===== src/rtl/lws_pkg.sv =====
package lws_pkg;
  localparam int COORD_W = 16;
  localparam int PIX_W   = 16;
  localparam int BYTE_W  = 8;
  localparam int HDR_LEN = 11;

  localparam logic [BYTE_W-1:0] OP_COLS = 8'h2A;
  localparam logic [BYTE_W-1:0] OP_ROWS = 8'h2B;
  localparam logic [BYTE_W-1:0] OP_MEMW = 8'h2C;

  typedef enum logic [2:0] {
    PH_IDLE,
    PH_HDR,
    PH_PIX_HI,
    PH_PIX_LO,
    PH_DRAIN
  } phase_e;
endpackage


===== src/rtl/lws_hdr_mux.sv =====
module lws_hdr_mux
  import lws_pkg::*;
#(
  parameter int IDX_W = 4
) (
  input  logic [IDX_W-1:0]   idx,
  input  logic [COORD_W-1:0] col_lo,
  input  logic [COORD_W-1:0] col_hi,
  input  logic [COORD_W-1:0] row_lo,
  input  logic [COORD_W-1:0] row_hi,
  output logic [BYTE_W-1:0]  hb,
  output logic               hb_dc
);
  localparam int HB = COORD_W - 1;
  localparam int LB = COORD_W - BYTE_W - 1;

  always_comb begin
    hb_dc = 1'b1;
    hb    = '0;
    case (idx)
      IDX_W'(0):  begin hb = OP_COLS; hb_dc = 1'b0; end
      IDX_W'(1):  hb = col_lo[HB:LB+1];
      IDX_W'(2):  hb = col_lo[BYTE_W-1:0];
      IDX_W'(3):  hb = col_hi[HB:LB+1];
      IDX_W'(4):  hb = col_hi[BYTE_W-1:0];
      IDX_W'(5):  begin hb = OP_ROWS; hb_dc = 1'b0; end
      IDX_W'(6):  hb = row_lo[HB:LB+1];
      IDX_W'(7):  hb = row_lo[BYTE_W-1:0];
      IDX_W'(8):  hb = row_hi[HB:LB+1];
      IDX_W'(9):  hb = row_hi[BYTE_W-1:0];
      IDX_W'(10): begin hb = OP_MEMW; hb_dc = 1'b0; end
      default:    begin hb = '0; hb_dc = 1'b1; end
    endcase
  end
endmodule


===== src/rtl/lws_pix_split.sv =====
module lws_pix_split
  import lws_pkg::*;
#(
  parameter int LANES = PIX_W / BYTE_W
) (
  input  logic [PIX_W-1:0]  pix,
  input  logic              swap,
  output logic [BYTE_W-1:0] first_b,
  output logic [BYTE_W-1:0] second_b
);
  logic [BYTE_W-1:0] lane [LANES];

  for (genvar g = 0; g < LANES; g++) begin : g_lane
    assign lane[g] = pix[g*BYTE_W +: BYTE_W];
  end

  assign first_b  = swap ? lane[0] : lane[LANES-1];
  assign second_b = swap ? lane[LANES-1] : lane[0];
endmodule


===== src/rtl/lws_pix_ctr.sv =====
module lws_pix_ctr #(
  parameter int CNT_W = 32
) (
  input  logic             clk,
  input  logic             rst,
  input  logic             load,
  input  logic [CNT_W-1:0] load_val,
  input  logic             dec,
  output logic             last
);
  logic [CNT_W-1:0] remain;

  always_ff @(posedge clk) begin
    if (rst) begin
      remain <= '0;
    end else if (load) begin
      remain <= load_val;
    end else if (dec) begin
      remain <= remain - CNT_W'(1);
    end
  end

  assign last = (remain == CNT_W'(1));

  p_no_underflow_r4: assert property (@(posedge clk) disable iff (rst)
    dec |-> remain != '0);
endmodule


===== src/rtl/lcd_window_writer.sv =====
module lcd_window_writer
  import lws_pkg::*;
#(
  parameter int PANEL_W = 240,
  parameter int PANEL_H = 320
) (
  input  logic                clk,
  input  logic                rst,
  input  logic                req_valid,
  input  logic                req_blank,
  input  logic [15:0]         req_x0,
  input  logic [15:0]         req_x1,
  input  logic [15:0]         req_y0,
  input  logic [15:0]         req_y1,
  input  logic [15:0]         cfg_left,
  input  logic [15:0]         cfg_top,
  input  logic                cfg_swap,
  input  logic                pix_valid,
  input  logic [15:0]         pix_data,
  output logic                pix_ready,
  output logic                out_valid,
  output logic                out_dc,
  output logic [7:0]          out_byte,
  input  logic                out_ready,
  output logic                busy,
  output logic                done
);
  localparam int CNT_W = 2 * COORD_W;
  localparam int IDX_W = $clog2(HDR_LEN + 1);
  localparam logic [CNT_W-1:0]   BLANK_CNT = CNT_W'(PANEL_W * PANEL_H);
  localparam logic [COORD_W-1:0] LAST_COL  = COORD_W'(PANEL_W - 1);
  localparam logic [COORD_W-1:0] LAST_ROW  = COORD_W'(PANEL_H - 1);

  phase_e             phase;
  logic [IDX_W-1:0]   hdr_idx;
  logic [COORD_W-1:0] col_lo, col_hi, row_lo, row_hi;
  logic               blank_q, swap_q;
  logic [BYTE_W-1:0]  second_q;

  logic [COORD_W-1:0] span_x, span_y;
  logic [CNT_W-1:0]   area;
  logic               accept;
  logic               slot_free;
  logic               want, load_byte;
  logic [BYTE_W-1:0]  nxt_byte;
  logic               nxt_dc;
  logic [BYTE_W-1:0]  hb, first_b, second_b;
  logic               hb_dc;
  logic               ctr_dec, ctr_last;

  assign span_x    = req_x1 - req_x0 + COORD_W'(1);
  assign span_y    = req_y1 - req_y0 + COORD_W'(1);
  assign area      = CNT_W'(span_x) * CNT_W'(span_y);
  assign accept    = (phase == PH_IDLE) && req_valid;
  assign slot_free = !out_valid || out_ready;

  lws_hdr_mux #(.IDX_W(IDX_W)) hdr_i (
    .idx    (hdr_idx),
    .col_lo (col_lo),
    .col_hi (col_hi),
    .row_lo (row_lo),
    .row_hi (row_hi),
    .hb     (hb),
    .hb_dc  (hb_dc)
  );

  lws_pix_split split_i (
    .pix      (pix_data),
    .swap     (swap_q),
    .first_b  (first_b),
    .second_b (second_b)
  );

  assign ctr_dec = (phase == PH_PIX_LO) && slot_free;

  lws_pix_ctr #(.CNT_W(CNT_W)) ctr_i (
    .clk      (clk),
    .rst      (rst),
    .load     (accept),
    .load_val (req_blank ? BLANK_CNT : area),
    .dec      (ctr_dec),
    .last     (ctr_last)
  );

  always_comb begin
    want     = 1'b0;
    nxt_byte = '0;
    nxt_dc   = 1'b1;
    case (phase)
      PH_HDR: begin
        want     = 1'b1;
        nxt_byte = hb;
        nxt_dc   = hb_dc;
      end
      PH_PIX_HI: begin
        want     = blank_q || pix_valid;
        nxt_byte = blank_q ? '0 : first_b;
      end
      PH_PIX_LO: begin
        want     = 1'b1;
        nxt_byte = second_q;
      end
      default: want = 1'b0;
    endcase
  end

  assign load_byte = slot_free && want;
  assign pix_ready = (phase == PH_PIX_HI) && !blank_q && slot_free;

  always_ff @(posedge clk) begin
    if (rst) begin
      phase     <= PH_IDLE;
      hdr_idx   <= '0;
      col_lo    <= '0;
      col_hi    <= '0;
      row_lo    <= '0;
      row_hi    <= '0;
      blank_q   <= 1'b0;
      swap_q    <= 1'b0;
      second_q  <= '0;
      out_valid <= 1'b0;
      out_dc    <= 1'b0;
      out_byte  <= '0;
      busy      <= 1'b0;
      done      <= 1'b0;
    end else begin
      done <= 1'b0;
      if (load_byte) begin
        out_valid <= 1'b1;
        out_byte  <= nxt_byte;
        out_dc    <= nxt_dc;
      end else if (out_ready) begin
        out_valid <= 1'b0;
      end

      case (phase)
        PH_IDLE: begin
          if (accept) begin
            col_lo  <= (req_blank ? '0 : req_x0) + cfg_left;
            col_hi  <= (req_blank ? LAST_COL : req_x1) + cfg_left;
            row_lo  <= (req_blank ? '0 : req_y0) + cfg_top;
            row_hi  <= (req_blank ? LAST_ROW : req_y1) + cfg_top;
            blank_q <= req_blank;
            swap_q  <= cfg_swap;
            hdr_idx <= '0;
            busy    <= 1'b1;
            phase   <= PH_HDR;
          end
        end
        PH_HDR: begin
          if (slot_free) begin
            hdr_idx <= hdr_idx + IDX_W'(1);
            if (hdr_idx == IDX_W'(HDR_LEN - 1)) phase <= PH_PIX_HI;
          end
        end
        PH_PIX_HI: begin
          if (load_byte) begin
            second_q <= blank_q ? '0 : second_b;
            phase    <= PH_PIX_LO;
          end
        end
        PH_PIX_LO: begin
          if (slot_free) phase <= ctr_last ? PH_DRAIN : PH_PIX_HI;
        end
        PH_DRAIN: begin
          if (out_valid && out_ready) begin
            busy  <= 1'b0;
            done  <= 1'b1;
            phase <= PH_IDLE;
          end
        end
        default: phase <= PH_IDLE;
      endcase
    end
  end

  p_cmd_code_r1: assert property (@(posedge clk) disable iff (rst)
    (out_valid && !out_dc) |->
      (out_byte == OP_COLS || out_byte == OP_ROWS || out_byte == OP_MEMW));

  p_no_pix_blank_r6: assert property (@(posedge clk) disable iff (rst)
    pix_ready |-> (busy && !blank_q));

  p_accept_r7: assert property (@(posedge clk) disable iff (rst)
    $rose(busy) |-> $past(req_valid));

  p_done_r8: assert property (@(posedge clk) disable iff (rst)
    done |-> (!busy && $past(out_valid && out_ready)));

  p_hold_r9: assert property (@(posedge clk) disable iff (rst)
    (out_valid && !out_ready) |=>
      (out_valid && $stable(out_byte) && $stable(out_dc)));
endmodule


===== config.mk =====
export PLATFORM = sky130hd
export DESIGN_NAME = lcd_window_writer
export DESIGN_NICKNAME = d
export VERILOG_FILES = /design/src/rtl/lws_pkg.sv /design/src/rtl/lws_hdr_mux.sv /design/src/rtl/lws_pix_split.sv /design/src/rtl/lws_pix_ctr.sv /design/src/rtl/lcd_window_writer.sv
export SDC_FILE = /design/constraint.sdc
export NUM_CORES = 1
export LEC_CHECK = 0
export BUFFER_PORTS_ARGS = -buffer_cell sky130_fd_sc_hd__buf_2
export CELL_PAD_IN_SITES_DETAIL_PLACEMENT = 0
export CELL_PAD_IN_SITES_GLOBAL_PLACEMENT = 1
export CORE_ASPECT_RATIO = 1.4
export CORE_MARGIN = 2
export CORE_UTILIZATION = 48
export CTS_CLUSTER_SIZE = 20
export DETAILED_ROUTE_END_ITERATION = 8
export PLACE_DENSITY_LB_ADDON = 0.25
export RECOVER_POWER = 50
export SYNTH_ARGS = -nofsm -noshare
export SYNTH_HDL_FRONTEND = slang
export SYNTH_SLANG_ARGS = --single-unit

===== constraint.sdc =====
create_clock -name clk -period 12.8 [get_ports clk]
set_input_delay 2.56 -clock clk [delete_from_list [all_inputs] [get_ports clk]]
set_output_delay 2.56 -clock clk [all_outputs]
set_load 0.01 [all_outputs]

==> results of run 1 <==
critical path: cells and delay by family:
kind / cells / cell delay [ps]
AOI/OAI and AO/OA: 15 / 3620
xor gates and xnor gates: 2 / 820
adders and majority gates: 9 / 3870
buffers and inverters: 4 / 220
and+or+nand+nor: 1 / 150
state kept, by name (all words and copies together) (netlist names), 3 cells and up:
| signal | count |
|---|---|
| col_lo | 16 |
| row_lo | 16 |
| out_byte | 8 |
| row_hi | 16 |
| second_q | 8 |
| ctr_i.remain | 32 |
| col_hi | 16 |
| hdr_idx | 4 |
| phase | 3 |
worst paths after layout:
kind / end / start / slack [ps]
worst max-delay path: ctr_i.remain[27] / req_y0[2] / 1840
worst min-delay path: row_hi[5] / row_hi[5] / 450
worst max register to register: ctr_i.remain[30] / phase[1] / 9580
worst min register to register: row_hi[5] / row_hi[5] / 450
stage by stage:
stage	utilization, %	hold slack (ps)	area [um^2]
floorplan	-	427.5	18730
global placement	51.73	439.0	19910
finish	53.29	452.7	20520
CTS	53.35	453.5	20540
detailed placement	51.73	444.7	19910
global route	53.29	468.3	20520
area by class of cell:
cell class | count | area, um^2 | share of cell area [%]
clock buffers | 17 | 425.4 | 2.074
multi-input cells | 1795 | 14740 | 71.84
repair buffers | 160 | 853.3 | 4.159
well taps | 522 | 653.1 | 3.184
inverters | 305 | 1145 | 5.580
clock inverters | 15 | 198.9 | 0.9697
flip-flops and latches | 125 | 2502 | 12.20
logic make-up (layout without fill, tap and decap cells):
| logic type | Yosys count | in the layout | synth area share (%) |
|---|---|---|---|
| buf+inv | 400 | 497 | 8.058 |
| xor+xnor | 135 | 135 | 6.314 |
| fa+ha+maj | 428 | 428 | 36.62 |
| mux | 21 | 21 | 1.183 |
| compound gates | 450 | 450 | 15.62 |
| flops | 125 | 125 | 13.36 |
| simple gates | 761 | 761 | 18.84 |
layout by cell type (no fill, tap or decap), types with 44 or more instances in the layout:
cell / n
ha_1: 228
fa_1: 200
o21ai_0: 57
and2_1: 58
nand2_1: 272
nor3_1: 51
xnor2_1: 87
xor2_1: 46
buf_2: 118
inv_1: 303
nor2_1: 200
a21o_1: 44
dfxtp_1: 125
a21oi_1: 155
metal layers:
metal / wire length, um / vias to the layer above / global-route usage, %
met5: 0 / - / 0
met4: 4223 / 0 / 19.34
met3: 2188 / 197 / 3.180
met2: 28610 / 514 / 51.65
met1: 21510 / 7985 / 31.32
li1: - / 7882 / -
==> flow_summary.toml, run 1 <==
[route]
drt_first_pass_iters = 6
drt_iter0_drc = 956
ant_nets = 0
wirelength_um = 56530
vias_per_cell = 5.641
avgRoutedWirePerCell_um = 19.23
drc = 0
vias = 16578

[sta]
worst_pin_slew_ps = 2567
tns_ps = 0
finalCritPeriodShare_pct = 85.66
timing_hold_violations_final = 0
final_max_slew_viol_count = 99
rsz0062_at_grt = "false"
post-route-min-period_ps = 10960
fmax_mhz = 91.20
finalWorstSetupSlack_ps = 1836
skew_ps = 12.18
maxSlewHeadroom_pct = -71.12
setup_violations = 0

[yosys]
ys_top_cells_by_area = "fa_1, ha_1, dfxtp_1"
synth_ff_type = "dfxtp_1"
yosys.cell_types.count = 64
syn-num-nets = 2867
synth_seq_area_share_pct = 13.36
synth_most_common_cell = "inv_1"
yosysTopAreaCell = "fa_1"
syn_area_per_cell_um2 = 8.071
synth.cell_area_um2 = 18730
synth_top_area_share_pct = 21.38
yosys_warnings = 0
synth_edf_count = 0
syn-instance-count = 2320
synth-seq-cells = 125
synthTopCellsByCount = "inv_1, nand2_1, ha_1"
async_reset_ff_share_pct = 0

[critical_path]
worst_ep_arrival_time_ps = 11270
end_kind = "register"
critPathRequiredTime_ps = 13100
cp_max_fo = 8
cp-start-kind = "input port"
critical_path_class = "input port to register"
r2r_cells = 9
crit_path_top_delay_cell = "xor2_1"
max_stage_delay_ps = 640
crit_top_cell = "fa_1"

[placement]
post-dp-hpwl_um = 46460
dp_cells = 2907
gp_congestion = 0.9416
portBuffers = 131
dp_slack_ps = 1474

[run]
maxCapViolCount = 2

[cts]
cts_root_buf = "clkbuf_16"
clockBufferDepth = 2
hold_buffers = 0
clock_latency_ps = 440
cts_tree = "done"
post_cts_buffers = 0
cts_resized = 0
path_clk_slew_ps = 60
htree_levels = 4
cts.sinks = 125
cts_buffers = 17

[final_layout]
instances_no_fill = 2939
nFillCells = 3799
antenna_cells = 0
syn2layout_area_growth_pct = 9.562
finalNetCount = 2951
drive_above_1_share_pct = 8.937

[global_route]
grt_usage_pct = 28.67
grt_max_degree = 64
grt_pass1_vias = 17171
grt_overflow = 0
antenna_found_initial = 0
grt_pass1_wl_um = 89930

[die]
start_util_pct = 48.64
die_area_um2 = 40630
core_area_um2 = 38500
rows = 85
num_io_pins = 132
fp.dieH_um = 237.7
die_x_um = 170.9

[outcome]
status = "complete, but fails checks"
failed_checks = "capacitance limit, slew limit"

[worst_hold_path]
holdPathStages = 2
worstHoldPathType = "register to register"
Power of run 1 is not shown: default switching activity piles up to over one toggle a cycle in this logic, so the estimate is an artifact.
==> run 2: changes to the inputs <==
- SYNTH_HIERARCHICAL: unset -> 1
- clock period: 12.8 -> 12.04 ns (I/O delays scaled with it)
==> run 2 against run 1 <==
Effect of this change:
- the flow still finishes with violations (capacitance limit, slew limit)
- setup slack worse by 540 ps
- core utilization is 0.35 points lower
- final area is 6.5% higher
- synthesized cell count is 7.1% higher
- area after synthesis is 7.4% higher
- register-to-register slack worse by 1600 ps
- global-route usage is 0.50 points higher
- sequential share of layout area is 0.75 points lower
- die area is 7.2% higher
- hold slack worse by 0.71 ps
- non-clock buffer count is 12 higher
- critical path type unchanged
- highest routed layer unchanged
==> flow_summary.toml, run 2 <==
[cts]
cts_buffers = 17
post_cts_buffers = 0
path_clk_slew_ps = 60
hold_buffers = 0
clockBufferDepth = 2
clock_latency_ps = 460
cts_tree = "done"
cts.sinks = 125
cts_resized = 0
cts_root_buf = "clkbuf_16"
htree_levels = 4

[critical_path]
critical_path_class = "input port to register"
cp-start-kind = "input port"
worst_ep_arrival_time_ps = 11070
end_kind = "register"
max_stage_delay_ps = 630
critPathRequiredTime_ps = 12360
crit_path_top_delay_cell = "or3b_1"
crit_top_cell = "fa_1"
cp_max_fo = 16

[final_layout]
largest_reg_flops = 32
regMostFlops = "ctr_i/remain"
finalNetCount = 3111
syn2layout_area_growth_pct = 8.726
final_common_cell = "inv_1"
final_cell_area_um2 = 21860
mostFrequentLayoutCells = "inv_1, nand2_1, ha_1, nor2_1, fa_1"
drive_above_1_share_pct = 10.24

[yosys]
synthTopCellsByCount = "inv_1, nand2_1, ha_1"
syn-num-nets = 3029
async_reset_ff_share_pct = 0
yosys_warnings = 6
synth_ff_type = "dfxtp_1"
yosysTopAreaCell = "fa_1"
yosys.cell_types.count = 88
synth_top_area_share_pct = 19.92
synth_most_common_cell = "inv_1"
syn-instance-count = 2484
syn_area_per_cell_um2 = 8.094
synth_edf_count = 0
synth-seq-cells = 125
ys_top_cells_by_area = "fa_1, ha_1, dfxtp_1"
synth_seq_area_share_pct = 12.45
synth.cell_area_um2 = 20100

[outcome]
failed_checks = "capacitance limit, slew limit"
status = "complete, but fails checks"

[sta]
finalCritPeriodShare_pct = 89.24
worst_pin_slew_ps = 3619
rsz0062_at_grt = "false"
tns_ps = 0
timing_hold_violations_final = 0
maxSlewHeadroom_pct = -141.3
post-route-min-period_ps = 10740
fmax_mhz = 93.07
skew_ps = 5.231
setup_violations = 0
final_max_slew_viol_count = 120

[placement]
post-dp-hpwl_um = 49870
placed_area_um2 = 21270
portBuffers = 131
gp_congestion = 0.9480

[route]
vias = 17949
drt_iter0_drc = 860
ant_nets = 0
wirelength_um = 61160
avgRoutedWirePerCell_um = 19.60
drc = 0
vias_per_cell = 5.751
drt_first_pass_iters = 5

[worst_hold_path]
worstHoldPathType = "register to register"

[run]
maxCapViolCount = 2

[global_route]
grt_usage_pct = 29.17
antenna_found_initial = 2
grt_pass1_vias = 19029
grt_overflow = 0
grt_pass1_wl_um = 99370
grt_max_degree = 80

[die]
core_area_um2 = 41290
die_area_um2 = 43560
start_util_pct = 48.69
fp.dieH_um = 246.2
num_io_pins = 132
rows = 88
die_x_um = 177.0
-- run 2: changes by cell type after synthesis, moves of 17 or more --
cell | before | now
nand2_1 | 272 | 238
nor2b_1 | 40 | 57
a22o_1 | 22 | 4
a211oi_1 | 29 | 51
xnor2_1 | 89 | 60
and3_1 | 12 | 29
o21a_1 | 9 | 32
a21oi_1 | 155 | 128
nand2b_1 | 19 | 40
-- run 2: per-stage QoR --
| step | util, % | cells | setup slack [ps] | hold slack (ps) |
|---|---|---|---|---|
| 2_1_floorplan | - | 2484 | 1813 | 424.8 |
| 4_1_cts | 52.98 | 3119 | 1358 | 450.5 |
| 5_1_grt | 52.93 | 3120 | 767.1 | 477.3 |
| 3_5_place_dp | 51.50 | 3087 | 895.7 | 444.1 |
| 3_3_place_gp | 51.50 | 3087 | 1038 | 438.3 |
| 6_report | 52.94 | 3121 | 1295 | 452.0 |
-- run 2: cell families after synthesis --
logic type / count (synthesis) / share of synthesized area (%)
xor gates and xnor gates: 92 / 4.008
buffers and inverters: 423 / 8.290
adders and majority gates: 426 / 33.98
DFF: 125 / 12.45
and+or+nand+nor: 865 / 21.33
AOI/OAI and AO/OA: 506 / 17.16
muxes: 47 / 2.782
-- run 2: critical path: cells and delay by family --
| family | cells | cell delay [ps] |
|---|---|---|
| compound gates | 10 | 2350 |
| fa+ha+maj | 10 | 4480 |
| buf+inv | 6 | 390 |
| mux | 1 | 200 |
| simple gates | 5 | 1260 |
-- run 2: final timing paths --
check                                from                to  slack (ps)  cells past startpoint
worst max-delay path            req_x0[1]  ctr_i/remain[24]        1300                     32
worst min register to register  col_lo[9]         col_lo[9]         450                      2
worst min-delay path            col_lo[9]         col_lo[9]         450                      2
worst max register to register   phase[1]  ctr_i/remain[18]        8010                      6
-- run 2: area by class of cell --
class / instances / area [um^2]
clock inverter: 13 / 167.7
multi-input combinational: 1936 / 15940
inverter: 314 / 1179
sequential: 125 / 2502
antenna: 2 / 5.005
tap: 540 / 675.6
fill: 4077 / 19430
clock buffer: 19 / 442.9
timing repair buffer: 172 / 945.9
-- run 2: metal layers --
| layer | vias to the layer above | wire [um] | global-route usage, % |
|---|---|---|---|
| met2 | 490 | 31590 | 53.14 |
| met1 | 8661 | 23070 | 31.43 |
| met3 | 202 | 2239 | 3.596 |
| li1 | 8596 | - | - |
| met4 | 0 | 4262 | 19.01 |
| met5 | - | 0 | 0 |
Power of run 2 is left out for the same reason.
==> run 3: changes to the inputs <==
- CORE_UTILIZATION: 48 -> 50
- SYNTH_HIERARCHICAL: 1 -> unset
- clock period: 12.04 -> 13.6 ns (I/O delays scaled with it)
==> run 3 against run 2 <==
Effect of this change:
- the flow still finishes with violations (capacitance limit, slew limit)
- count of clock-buffer cells in the layout is 1 higher
- die area decreased by 10%
- first-iteration DRC count increased by 3.5%
- wire length shrank 9.8%
- sequential cell count unchanged
- via count shrank 7.9%
- non-clock buffer count down 12
- sequential share of layout area grew 0.78 points
- register-to-register slack better by 2400 ps
- cell count shrank 7.6%
- largest cell class unchanged
==> flow_summary.toml, run 3 (synthesized netlist as in run 1, its figures left out) <==
[outcome]
status = "complete, but fails checks"
failed_checks = "capacitance limit, slew limit"

[final_layout]
regMostFlops = "ctr_i.remain"
finalNetCount = 2951
drive_above_1_share_pct = 8.813
nFillCells = 3577
largest_reg_flops = 32
syn2layout_area_growth_pct = 9.248
mostFrequentLayoutCells = "inv_1, nand2_1, ha_1, nor2_1, fa_1"
final_common_cell = "inv_1"

[cts]
cts_tree = "done"
hold_buffers = 0
cts_resized = 0
cts_root_buf = "clkbuf_16"
cts_buffers = 17
post_cts_buffers = 0
path_clk_slew_ps = 70
cts.sinks = 125
htree_levels = 4
clock_latency_ps = 440
clockBufferDepth = 2

[route]
avgRoutedWirePerCell_um = 19.13
vias = 16529
ant_nets = 0
drc = 0
wirelength_um = 55190
vias_per_cell = 5.729
drt_first_pass_iters = 5
drt_iter0_drc = 890

[critical_path]
cp-endpoint = "ctr_i.remain[27]"
r2r-start = "phase[1]"
r2r_cells = 9
crit_top_cell = "fa_1"
worstSetupStartpoint = "req_y0[2]"
max_stage_delay_ps = 610
cp-start-kind = "input port"
timing.rr.end = "ctr_i.remain[30]"
rrSetupSlack_ps = 10400
crit_path_top_delay_cell = "xor2_1"
end_kind = "register"
critPathRequiredTime_ps = 13910
cp_max_fo = 8
worst_ep_arrival_time_ps = 11290
critical_path_class = "input port to register"

[die]
start_util_pct = 50.94
core_area_um2 = 36760
rows = 83
die_area_um2 = 39040
fp.dieH_um = 233.0
num_io_pins = 132
die_x_um = 167.6

[global_route]
antenna_found_initial = 1
grt_pass1_wl_um = 88250
grt_pass1_vias = 16990
grt_usage_pct = 29.01
grt_max_degree = 64
grt_overflow = 0

[sta]
setup_violations = 0
post-route-min-period_ps = 10980
tns_ps = 0
final_max_slew_viol_count = 163
fmax_mhz = 91.08
maxSlewHeadroom_pct = -108.5
skew_ps = 8.919
timing_hold_violations_final = 0
worst_pin_slew_ps = 3127
finalCritPeriodShare_pct = 80.73
rsz0062_at_grt = "false"

[placement]
gp_congestion = 0.9379
portBuffers = 131
post-dp-hpwl_um = 45850

[run]
maxCapViolCount = 3

[worst_hold_path]
holdPathStages = 2
worstHoldPathType = "register to register"
## run 3: changes by cell type in the layout (fill, tap and decap cells not counted), sizes merged, moves of 16 or more
cell	before	now
nor2	217	201
a22o	4	22
a211oi	54	29
a21oi	130	155
nand2b	40	19
o21ai	78	57
and3	29	12
o21a	32	9
mux2	25	9
nand2	238	272
nor2b	58	40
xnor2	60	89
## run 3: worst min path at each step
stage                 end       start  slack [ps]
5_1_grt         row_hi[9]   row_hi[9]         470
3_3_place_gp   row_hi[11]  row_hi[11]         440
6_report        col_hi[5]   col_hi[5]         450
3_5_place_dp    row_lo[9]   row_lo[9]         450
4_1_cts         col_hi[6]   col_hi[6]         450
2_1_floorplan  row_hi[11]  row_hi[11]         430
## run 3: layer usage
layer,global-route usage (%),wire (um)
met5,0,0
met4,18.80,3920
met3,2.892,2017
met2,53.54,28310
met1,31.67,20940
## run 3: final cells by class
| type | instances | area (um^2) | share of cell area, % |
|---|---|---|---|
| multi-input cells | 1795 | 14740 | 72.07 |
| diodes | 1 | 2.502 | 0.01223 |
| clock inverters | 12 | 183.9 | 0.8991 |
| well taps | 467 | 584.3 | 2.856 |
| repair buffers | 160 | 849.6 | 4.153 |
| clock buffers | 20 | 446.7 | 2.183 |
| flip-flops and latches | 125 | 2502 | 12.23 |
| inverters | 305 | 1145 | 5.596 |
## run 3: worst max-delay path: cells and delay by family
family / cells / cell delay [ps]
buffers and inverters: 4 / 200
AND/OR/NAND/NOR: 1 / 150
XOR/XNOR: 2 / 780
adder cells (fa/ha/maj): 9 / 3920
AO/OA/AOI/OAI: 14 / 3500
## run 3: metrics by stage
| step | utilization, % | cell area, um^2 | setup slack (ps) | hold slack, ps | cells |
|---|---|---|---|---|---|
| 2_1_floorplan | - | 18730 | 3289 | 427.5 | 2320 |
| 3_3_place_gp | 54.00 | 19850 | 2429 | 438.8 | 2852 |
| 3_5_place_dp | 54.00 | 19850 | 2266 | 445.1 | 2852 |
| 4_1_cts | 55.71 | 20480 | 2723 | 452.3 | 2884 |
| 5_1_grt | 55.65 | 20460 | 2125 | 472.2 | 2885 |
| 6_report | 55.65 | 20460 | 2620 | 452.2 | 2885 |
Power of run 3 is left out for the same reason.
